[config.mk]
export PLATFORM = sky130hd
export DESIGN_NAME = cos_input_ctrl
export DESIGN_NICKNAME = d
export VERILOG_FILES = /design/src/rtl/cos_input_ctrl.sv
export SDC_FILE = /design/constraint.sdc
export NUM_CORES = 1
export LEC_CHECK = 0
export CORE_MARGIN = 3
export CORE_UTILIZATION = 40
export DETAILED_ROUTE_END_ITERATION = 12
export PLACE_DENSITY = 0.65
export SLEW_MARGIN = 20
export SYNTH_ARGS = -nofsm -noshare
export SYNTH_HDL_FRONTEND = slang
export SYNTH_SLANG_ARGS = --single-unit
[constraint.sdc]
create_clock -name clk -period 1.64 [get_ports clk]
set_clock_uncertainty 0.15 [all_clocks]
set_input_delay 0.328 -clock clk [delete_from_list [all_inputs] [get_ports clk]]
set_output_delay 0.328 -clock clk [all_outputs]
set_load 0.02 [all_outputs]
[src/rtl/cos_input_ctrl.sv]
module cos_input_ctrl #(
  parameter int SYNC_DEPTH = 2,
  localparam int NGRP = 6,
  localparam int GW = 8,
  localparam int NPIN = NGRP * GW
) (
  input  logic            clk,
  input  logic            rst_n,
  input  logic [NPIN-1:0] din,
  input  logic [2:0]      addr,
  input  logic            rd_en,
  input  logic            wr_en,
  input  logic [7:0]      wdata,
  output logic [7:0]      rdata,
  output logic            irq
);

  localparam logic [2:0] CTL_ADDR = 3'd7;

  logic [NPIN-1:0] sync_q [SYNC_DEPTH];
  logic [NPIN-1:0] lvl, lvl_d;
  logic [NGRP-1:0] grp_chg, en_q, stat_q, stat_n;
  logic            ctl_rd, ctl_wr;

  assign lvl    = sync_q[SYNC_DEPTH-1];
  assign ctl_rd = rd_en && (addr == CTL_ADDR);
  assign ctl_wr = wr_en && (addr == CTL_ADDR);

  always_ff @(posedge clk or negedge rst_n) begin
    if (!rst_n) begin
      for (int k = 0; k < SYNC_DEPTH; k++) sync_q[k] <= '0;
      lvl_d <= '0;
    end else begin
      sync_q[0] <= din;
      for (int k = 1; k < SYNC_DEPTH; k++) sync_q[k] <= sync_q[k-1];
      lvl_d <= lvl;
    end
  end

  for (genvar g = 0; g < NGRP; g++) begin : g_grp
    assign grp_chg[g] = |(lvl[g*GW +: GW] ^ lvl_d[g*GW +: GW]);
  end

  always_comb begin
    stat_n = (ctl_rd ? '0 : stat_q) | (grp_chg & en_q);
    if (ctl_wr) stat_n = stat_n & wdata[NGRP-1:0];
  end

  always_ff @(posedge clk or negedge rst_n) begin
    if (!rst_n) begin
      en_q   <= '0;
      stat_q <= '0;
    end else begin
      stat_q <= stat_n;
      if (ctl_wr) en_q <= wdata[NGRP-1:0];
    end
  end

  assign irq = |stat_q;

  always_comb begin
    case (addr)
      3'd0:    rdata = lvl[7:0];
      3'd1:    rdata = lvl[15:8];
      3'd2:    rdata = lvl[23:16];
      3'd4:    rdata = lvl[31:24];
      3'd5:    rdata = lvl[39:32];
      3'd6:    rdata = lvl[47:40];
      3'd7:    rdata = {1'b0, ~irq, stat_q};
      default: rdata = 8'h00;
    endcase
  end

endmodule


==> parameters.txt, run 1 <==
Parameter                              Value

Setup path
  WS Path Type ... flop to output pin
  Launching point of the worst reg2reg path ... lvl[44]
  Worst setup SP type ... flop
  Endpoint required time on the critical path ... approximately 1200 ps
  Worst endpoint data arrival time ... between 1500 and 2000 ps
  Crit path launch ... stat_q[5]
  Crit end category ... output pin
  Biggest fanout along the worst timing path ... 2

Die
  IO Pins ... 72
  Area of the die ... 0.0142 sq mm
  Die Span Y ... about 120 microns
  Width of the die ... between 100 and 150 microns
  Floorplan Core Area ... 0.0123 sq mm
  Initial Utilization ... 41.9%
  Num rows ... 40

Drt
  Post-route DRC violation count ... 0
  1st-iter DRT viols ... around 120
  Post-detailed-routing wire length ... 10.0 mm
  Number of optimization iterations in the first detailed-route pass ... 4
  Average routed wire per standard cell ... about 15 microns
  DR vias/cell ... roughly 4.5
  Vias after detailed routing ... ~3,000
  Post-DRT Antenna Nets ... 0

Power and ir drop
  Comb power frac ... 9.8%
  Clock Power Share ... between 40 and 50%
  Total power consumption of the routed design ... roughly 8.9 mW
  Reported leakage power ... between 3 and 4 nW
  Internal Dissipation ... roughly 6.9 mW
  Net switching power figure ... just over 2 mW
  Sequential cell fraction of total power ... 47.3%
  Worst VDD drop ... about 0.93 mV
  Power density over the cells ... 1220 mW/mm^2
  Sw Share ... 22.7%

Clock network
  Total clock buffers created by CTS ... 17
  Clock slew at reported path FFs ... about 60 ps
  Htree depth ... 4
  Max Buffers Root-to-Sink ... 2
  CTS tree ... built
  Later-pin clock latency in the skew report ... 420 ps
  TritonCTS sink count ... between 150 and 200
  Buffer cell driving the clock tree root ... clkbuf_16

Global route
  Number of antenna violations at the first check in global routing ... 0
  Largest net degree at the start of global routing ... just under 60
  Wire length of the first global-routing pass ... 16.7 mm
  Total congestion overflow ... 0
  Vias in the first global route ... about 3,200
  GRT Resource Usage Total ... approximately 16%

Logic synthesis
  Count of distinct cell types in the synthesized netlist ... 31
  Post-synthesis sequential area ratio ... 76.0%
  Summed instance area of the synthesized netlist ... between 0.005 and 0.006 sq mm
  Post-synthesis net count ... 379
  Count of yosys warnings during synthesis ... 0
  Number of synthesized register bits ... 156
  Synthesized area per cell ... around 16 sq um
  Mapped Cells ... between 300 and 400

Placement
  HPWL after detailed placement ... a little under 7 mm
  Placed cell count ... around 600
  Setup WS pre-CTS ... -1090 ps
  Count of buffers from port buffering ... 69
  Final GP Congestion ... between 0.8 and 0.9

STA
  # setup viols final ... 9
  Unrepaired setup endpoints after global routing ... true
  Post-route worst setup slack ... -493 ps
  Min cycle time layout ... ~2100 ps
  Worst slew margin relative to its limit ... 81.2%
  Fin. Hold Viols ... 0
  Slew @ Worst Pin ... approximately 280 ps
  Peak Freq ... approximately 0.47 GHz
  Final cycle utilization of the critical path ... 130%
  Post-Route Hold Slack ... 157 ps
  Max-slew violation count ... 0

Cells and area
  Non-filler cells in the finished layout ... ~650
  Filler cells ... between 900 and 1,000
  Synth-to-layout area growth ... 41.8%
  Leading cell type in the layout, fill and taps excluded ... dfrtp_1
  Top library cells by usage in the layout, fill and taps aside ... dfrtp_1 (156), buf_4 (70), clkdlybuf4s50_1 (56)
  Proportion of layout cells with a drive suffix above 1 ... a little under a third
  Number of nets in the finished design ... 535
  Total inserted antenna cells ... 0

Status
  Violations in the final reports ... negative setup slack
  Result of the run ... finished with violations

Hold path
  Hold/Removal Path Class ... primary input to asynchronous set/reset pin

Run
  Max-cap viol count ... 0
[flip-flops by register name (all words and copies together), names as in the netlist]
name and count:
lvl 48, lvl_d 48, en_q 6, stat_q 6, sync_q 48
[power groups by stage]
stage	Combinational [mW]	Sequential, mW	Clock, mW
4_1_cts	0.879	4.22	3.91
3_3_place_gp	0.805	4.27	0
5_1_grt	0.957	4.24	4.09
2_1_floorplan	0.341	4.25	0
3_5_place_dp	0.825	4.28	0
6_report	0.878	4.22	3.82
[what timing repair did]
action,in CTS,in global routing
pin swaps,7,3
hold endpoints to repair,156,0
hold buffers,1,0
cloned,2,0
setup endpoints to repair,15,9
setup buffers,9,4
gates resized for setup,75,6
[cell type report]
cell class	instances	area (sq um)	area share, %
Multi-Input combinational cell	150	1260	17.3
Tap cell	168	210	2.89
Timing Repair Buffer	144	1320	18.1
Inverter	3	11.3	0.155
Clock inverter	12	138	1.89
Sequential cell	156	3900	53.6
Clock buffer	20	447	6.13
[critical path, stage by stage, from the launching register on]
cell      delay (ps)
dfrtp_1          410
nor4_4           300
a32o_1           210
nand2_1           70
o221ai_2          70
buf_4            170
[kinds of logic (layout without fill, tap and decap cells)]
logic type / count (synthesis) / after routing / synth area share, %
mux: 23 / 23 / 6.11
compound gates: 32 / 32 / 3.77
flops: 156 / 156 / 76.0
buf+inv: 10 / 179 / 1.44
simple gates: 47 / 47 / 4.53
xor+xnor: 48 / 48 / 8.18
[path summary, 6_finish.rpt]
path | to | slack (ps) | depth (start not counted)
min | sync_q[62] | 160 | 2
min in group clk | sync_q[52] | 190 | 1
max | rdata[6] | -490 | 5
max reg2reg | stat_q[5] | 150 | 6
min reg2reg | lvl[17] | 200 | 0
max in group asynchronous | lvl[45] | 660 | 3
[cells in the mapped netlist]
master / n / share of area, %
a31oi_1: 3 / 0.37
buf_6: 4 / 0.88
a21oi_1: 12 / 1.2
o2bb2ai_1: 1 / 0.17
mux2_4: 4 / 1.2
mux4_2: 2 / 0.88
buf_2: 2 / 0.19
mux2_2: 5 / 1.1
nand4_1: 12 / 1.5
inv_1: 3 / 0.22
o22ai_1: 1 / 0.12
nand2_1: 10 / 0.73
o221ai_1: 2 / 0.34
a22o_1: 1 / 0.17
buf_4: 1 / 0.15
mux2i_1: 10 / 1.9
o21ai_0: 8 / 0.78
mux4_1: 2 / 1.0
xnor2_1: 48 / 8.2
a32o_1: 1 / 0.19
nand2_4: 1 / 0.22
and2_1: 1 / 0.12
nand2b_1: 1 / 0.12
and3_4: 1 / 0.22
nand3_1: 1 / 0.097
dfrtp_1: 156 / 76
nor2_1: 18 / 1.3
nor2b_1: 1 / 0.12
a2bb2oi_1: 1 / 0.17
nor4_1: 1 / 0.12
a22oi_1: 2 / 0.29
[through the flow]
stage	util (%)	TNS [ps]	instance area (sq um)
after floorplan	-	0	5160
after global routing	59.4	-4460	7290
after CTS	59.1	-4070	7250
final	59.4	-3920	7290
after global placement	53.0	-13850	6500
after detailed placement	53.0	-14190	6500
[routing by layer]
layer / up-vias / global-route usage (%) / routed length, microns
met2: 64 / 23.4 / 4790
li1: 1380 / - / -
met4: 0 / 7.95 / 237
met5: - / 0 / 0
met3: 19 / 5.03 / 439
met1: 1469 / 20.6 / 4540
(Power assumes the default switching activity.)
==> run 2: changes to the inputs <==
CTS_BUF_LIST = sky130_fd_sc_hd__clkbuf_16   (was unset)
RECOVER_POWER = 50   (was unset)
==> parameters.txt, run 2 (synthesis results as in run 1) <==
Parameter                              Value

Clock network
  Later-pin clock latency in the skew report ... 420 ps (about the same)
  Buffer cell driving the clock tree root ... clkbuf_16 (unchanged)
  TritonCTS sink count ... 156 (unchanged)
  Htree depth ... 4 (unchanged)
  Total clock buffers created by CTS ... 17 (unchanged)
  Clock slew at reported path FFs ... 60 ps (about the same)
  Max Buffers Root-to-Sink ... 2 (unchanged)
  CTS tree ... built (unchanged)

STA
  Min cycle time layout ... 2130 ps (about the same)
  Worst slew margin relative to its limit ... 30.8% (was 81.2%)
  Unrepaired setup endpoints after global routing ... true (unchanged)
  Peak Freq ... 0.469 GHz (about the same)
  Final cycle utilization of the critical path ... 130% (about the same)
  Max-slew violation count ... 0 (unchanged)
  # setup viols final ... 9 (unchanged)
  Post-route worst setup slack ... -493 ps (about the same)
  Fin. Hold Viols ... 0 (unchanged)
  Slew @ Worst Pin ... 1040 ps (was 277 ps)

Cells and area
  Non-filler cells in the finished layout ... 652 (was 653)
  Area of combinational cells with multiple inputs ... 0.00126 sq mm (unchanged)
  Leading cell type in the layout, fill and taps excluded ... dfrtp_1 (unchanged)
  Total inserted antenna cells ... 0 (unchanged)
  Filler cells ... 988 (was 952)
  Sequential cell area in the final layout ... 0.00390 sq mm (unchanged)
  Proportion of layout cells with a drive suffix above 1 ... 23.8% (was 30.9%)
  Synth-to-layout area growth ... 39.1% (was 41.8%)
  Top library cells by usage in the layout, fill and taps aside ... dfrtp_1 (156), dlygate4sd3_1 (49), xnor2_1 (48) (was dfrtp_1 (156), buf_4 (70), clkdlybuf4s50_1 (56))
  Number of nets in the finished design ... 534 (was 535)

Global route
  Total congestion overflow ... 0 (unchanged)
  Largest net degree at the start of global routing ... 58 (unchanged)
  Wire length of the first global-routing pass ... 16.8 mm (was 16.7 mm)
  Number of antenna violations at the first check in global routing ... 0 (unchanged)
  Vias in the first global route ... 3,213 (was 3,220)
  GRT Resource Usage Total ... 15.7% (about the same)

Power and ir drop
  Sequential cell fraction of total power ... 47.9% (was 47.3%)
  Power density over the cells ... 1230 mW/mm^2 (was 1220 mW/mm^2)
  Internal Dissipation ... 6.78 mW (was 6.89 mW)
  Reported leakage power ... 3.11 nW (was 3.22 nW)
  Total power consumption of the routed design ... 8.80 mW (was 8.92 mW)
  Worst VDD drop ... 0.928 mV (was 0.927 mV)
  Sw Share ... 23.0% (was 22.7%)
  Net switching power figure ... 2.02 mW (about the same)
  Clock Power Share ... 42.7% (was 42.8%)
  Comb power frac ... 9.3% (was 9.8%)

Run
  Max-cap viol count ... 0 (unchanged)

Drt
  Vias after detailed routing ... 2,899 (was 2,932)
  1st-iter DRT viols ... 116 (was 124)
  Post-route DRC violation count ... 0 (unchanged)
  Post-DRT Antenna Nets ... 0 (unchanged)
  Post-detailed-routing wire length ... 9.93 mm (was 10.0 mm)
  Average routed wire per standard cell ... 15.2 microns (was 15.3 microns)
  Number of optimization iterations in the first detailed-route pass ... 5 (was 4)
  DR vias/cell ... 4.45 (was 4.49)

Hold path
  Hold/Removal Path Class ... flop to flop (was primary input to asynchronous set/reset pin)

Setup path
  Endpoint required time on the critical path ... 1160 ps (about the same)
  Biggest fanout along the worst timing path ... 2 (unchanged)
  WS Path Type ... flop to output pin (unchanged)
  Worst endpoint data arrival time ... 1660 ps (was 1650 ps)
  Worst setup SP type ... flop (unchanged)
  Crit end category ... output pin (unchanged)

Placement
  Count of buffers from port buffering ... 69 (unchanged)
  Final GP Congestion ... 0.840 (unchanged)
  HPWL after detailed placement ... 6.88 mm (unchanged)
  Placed cell count ... 606 (unchanged)

Die
  Floorplan Core Area ... 0.0123 sq mm (unchanged)
  Die Span Y ... 119 microns (unchanged)
  IO Pins ... 72 (unchanged)
  Initial Utilization ... 41.9% (unchanged)
  Num rows ... 40 (unchanged)
  Width of the die ... 119 microns (unchanged)
  Area of the die ... 0.0142 sq mm (unchanged)

Status
  Result of the run ... finished with violations (unchanged)
  Violations in the final reports ... negative setup slack (unchanged)
## run 2: power by group through the flow
stage	clock network, mW	logic (mW)	registers (mW)
floorplan	0	0.341	4.25
global placement	0	0.805	4.27
detailed placement	0	0.825	4.28
CTS	3.85	0.879	4.22
global route	4.04	0.898	4.24
finish	3.76	0.820	4.22
## run 2: cell type report
type                    count  area share [%]
flip-flops and latches    156            54.6
multi-input cells         150            17.6
repair buffers            143            16.6
clock buffers              17            5.95
well taps                 168            2.94
clock inverters            15            2.08
inverters                   3           0.158
## run 2: path summary, 6_finish.rpt
check / cells past startpoint / to / from / slack [ps]
hold reg to reg: 0 / lvl[17] / sync_q[65] / 200
hold / removal: 0 / lvl[17] / sync_q[65] / 200
setup / recovery: 5 / rdata[6] / stat_q[5] / -490
max in group asynchronous: 3 / lvl_d[25] / rst_n / 50
setup reg to reg: 6 / stat_q[0] / lvl[0] / 150
min in group asynchronous: 2 / sync_q[62] / rst_n / 460
## run 2: timing repair
action / 4_1_cts / 5_1_grt
resized for setup: 75 / 5
hold buffers: 1 / 0
pin swaps: 7 / 3
endpoints found under the hold margin: 156 / 0
setup endpoints to repair: 15 / 9
setup buffers: 9 / 3
gates cloned: 2 / 0
## run 2: through the flow
step / area [sq um] / util (%) / hold WS (ps) / setup slack (ps) / setup TNS (ps)
finish: 7150 / 58.3 / 197 / -493 / -3910
global route: 7150 / 58.3 / 203 / -585 / -16470
CTS: 7240 / 59.0 / 149 / -515 / -4070
detailed placement: 6500 / 53.0 / 23.3 / -1090 / -14190
global placement: 6500 / 53.0 / 22.6 / -1070 / -13850
floorplan: 5160 / - / -118 / 1.11 / 0
## run 2: critical path: stages (launching register included)
cell and delay, ps:
dfrtp_1 410, nor4_4 300, a32o_1 210, nand2_1 70, o221ai_2 70, buf_4 170
## run 2: routing by layer
| layer | vias to the layer above | track usage, % | part of all wire (%) |
|---|---|---|---|
| met1 | 1442 | 20.7 | 45 |
| met4 | 0 | 7.09 | 2.4 |
| met2 | 66 | 23.3 | 47 |
| li1 | 1377 | - | - |
| met5 | - | 0 | 0 |
| met3 | 14 | 5.75 | 4.9 |
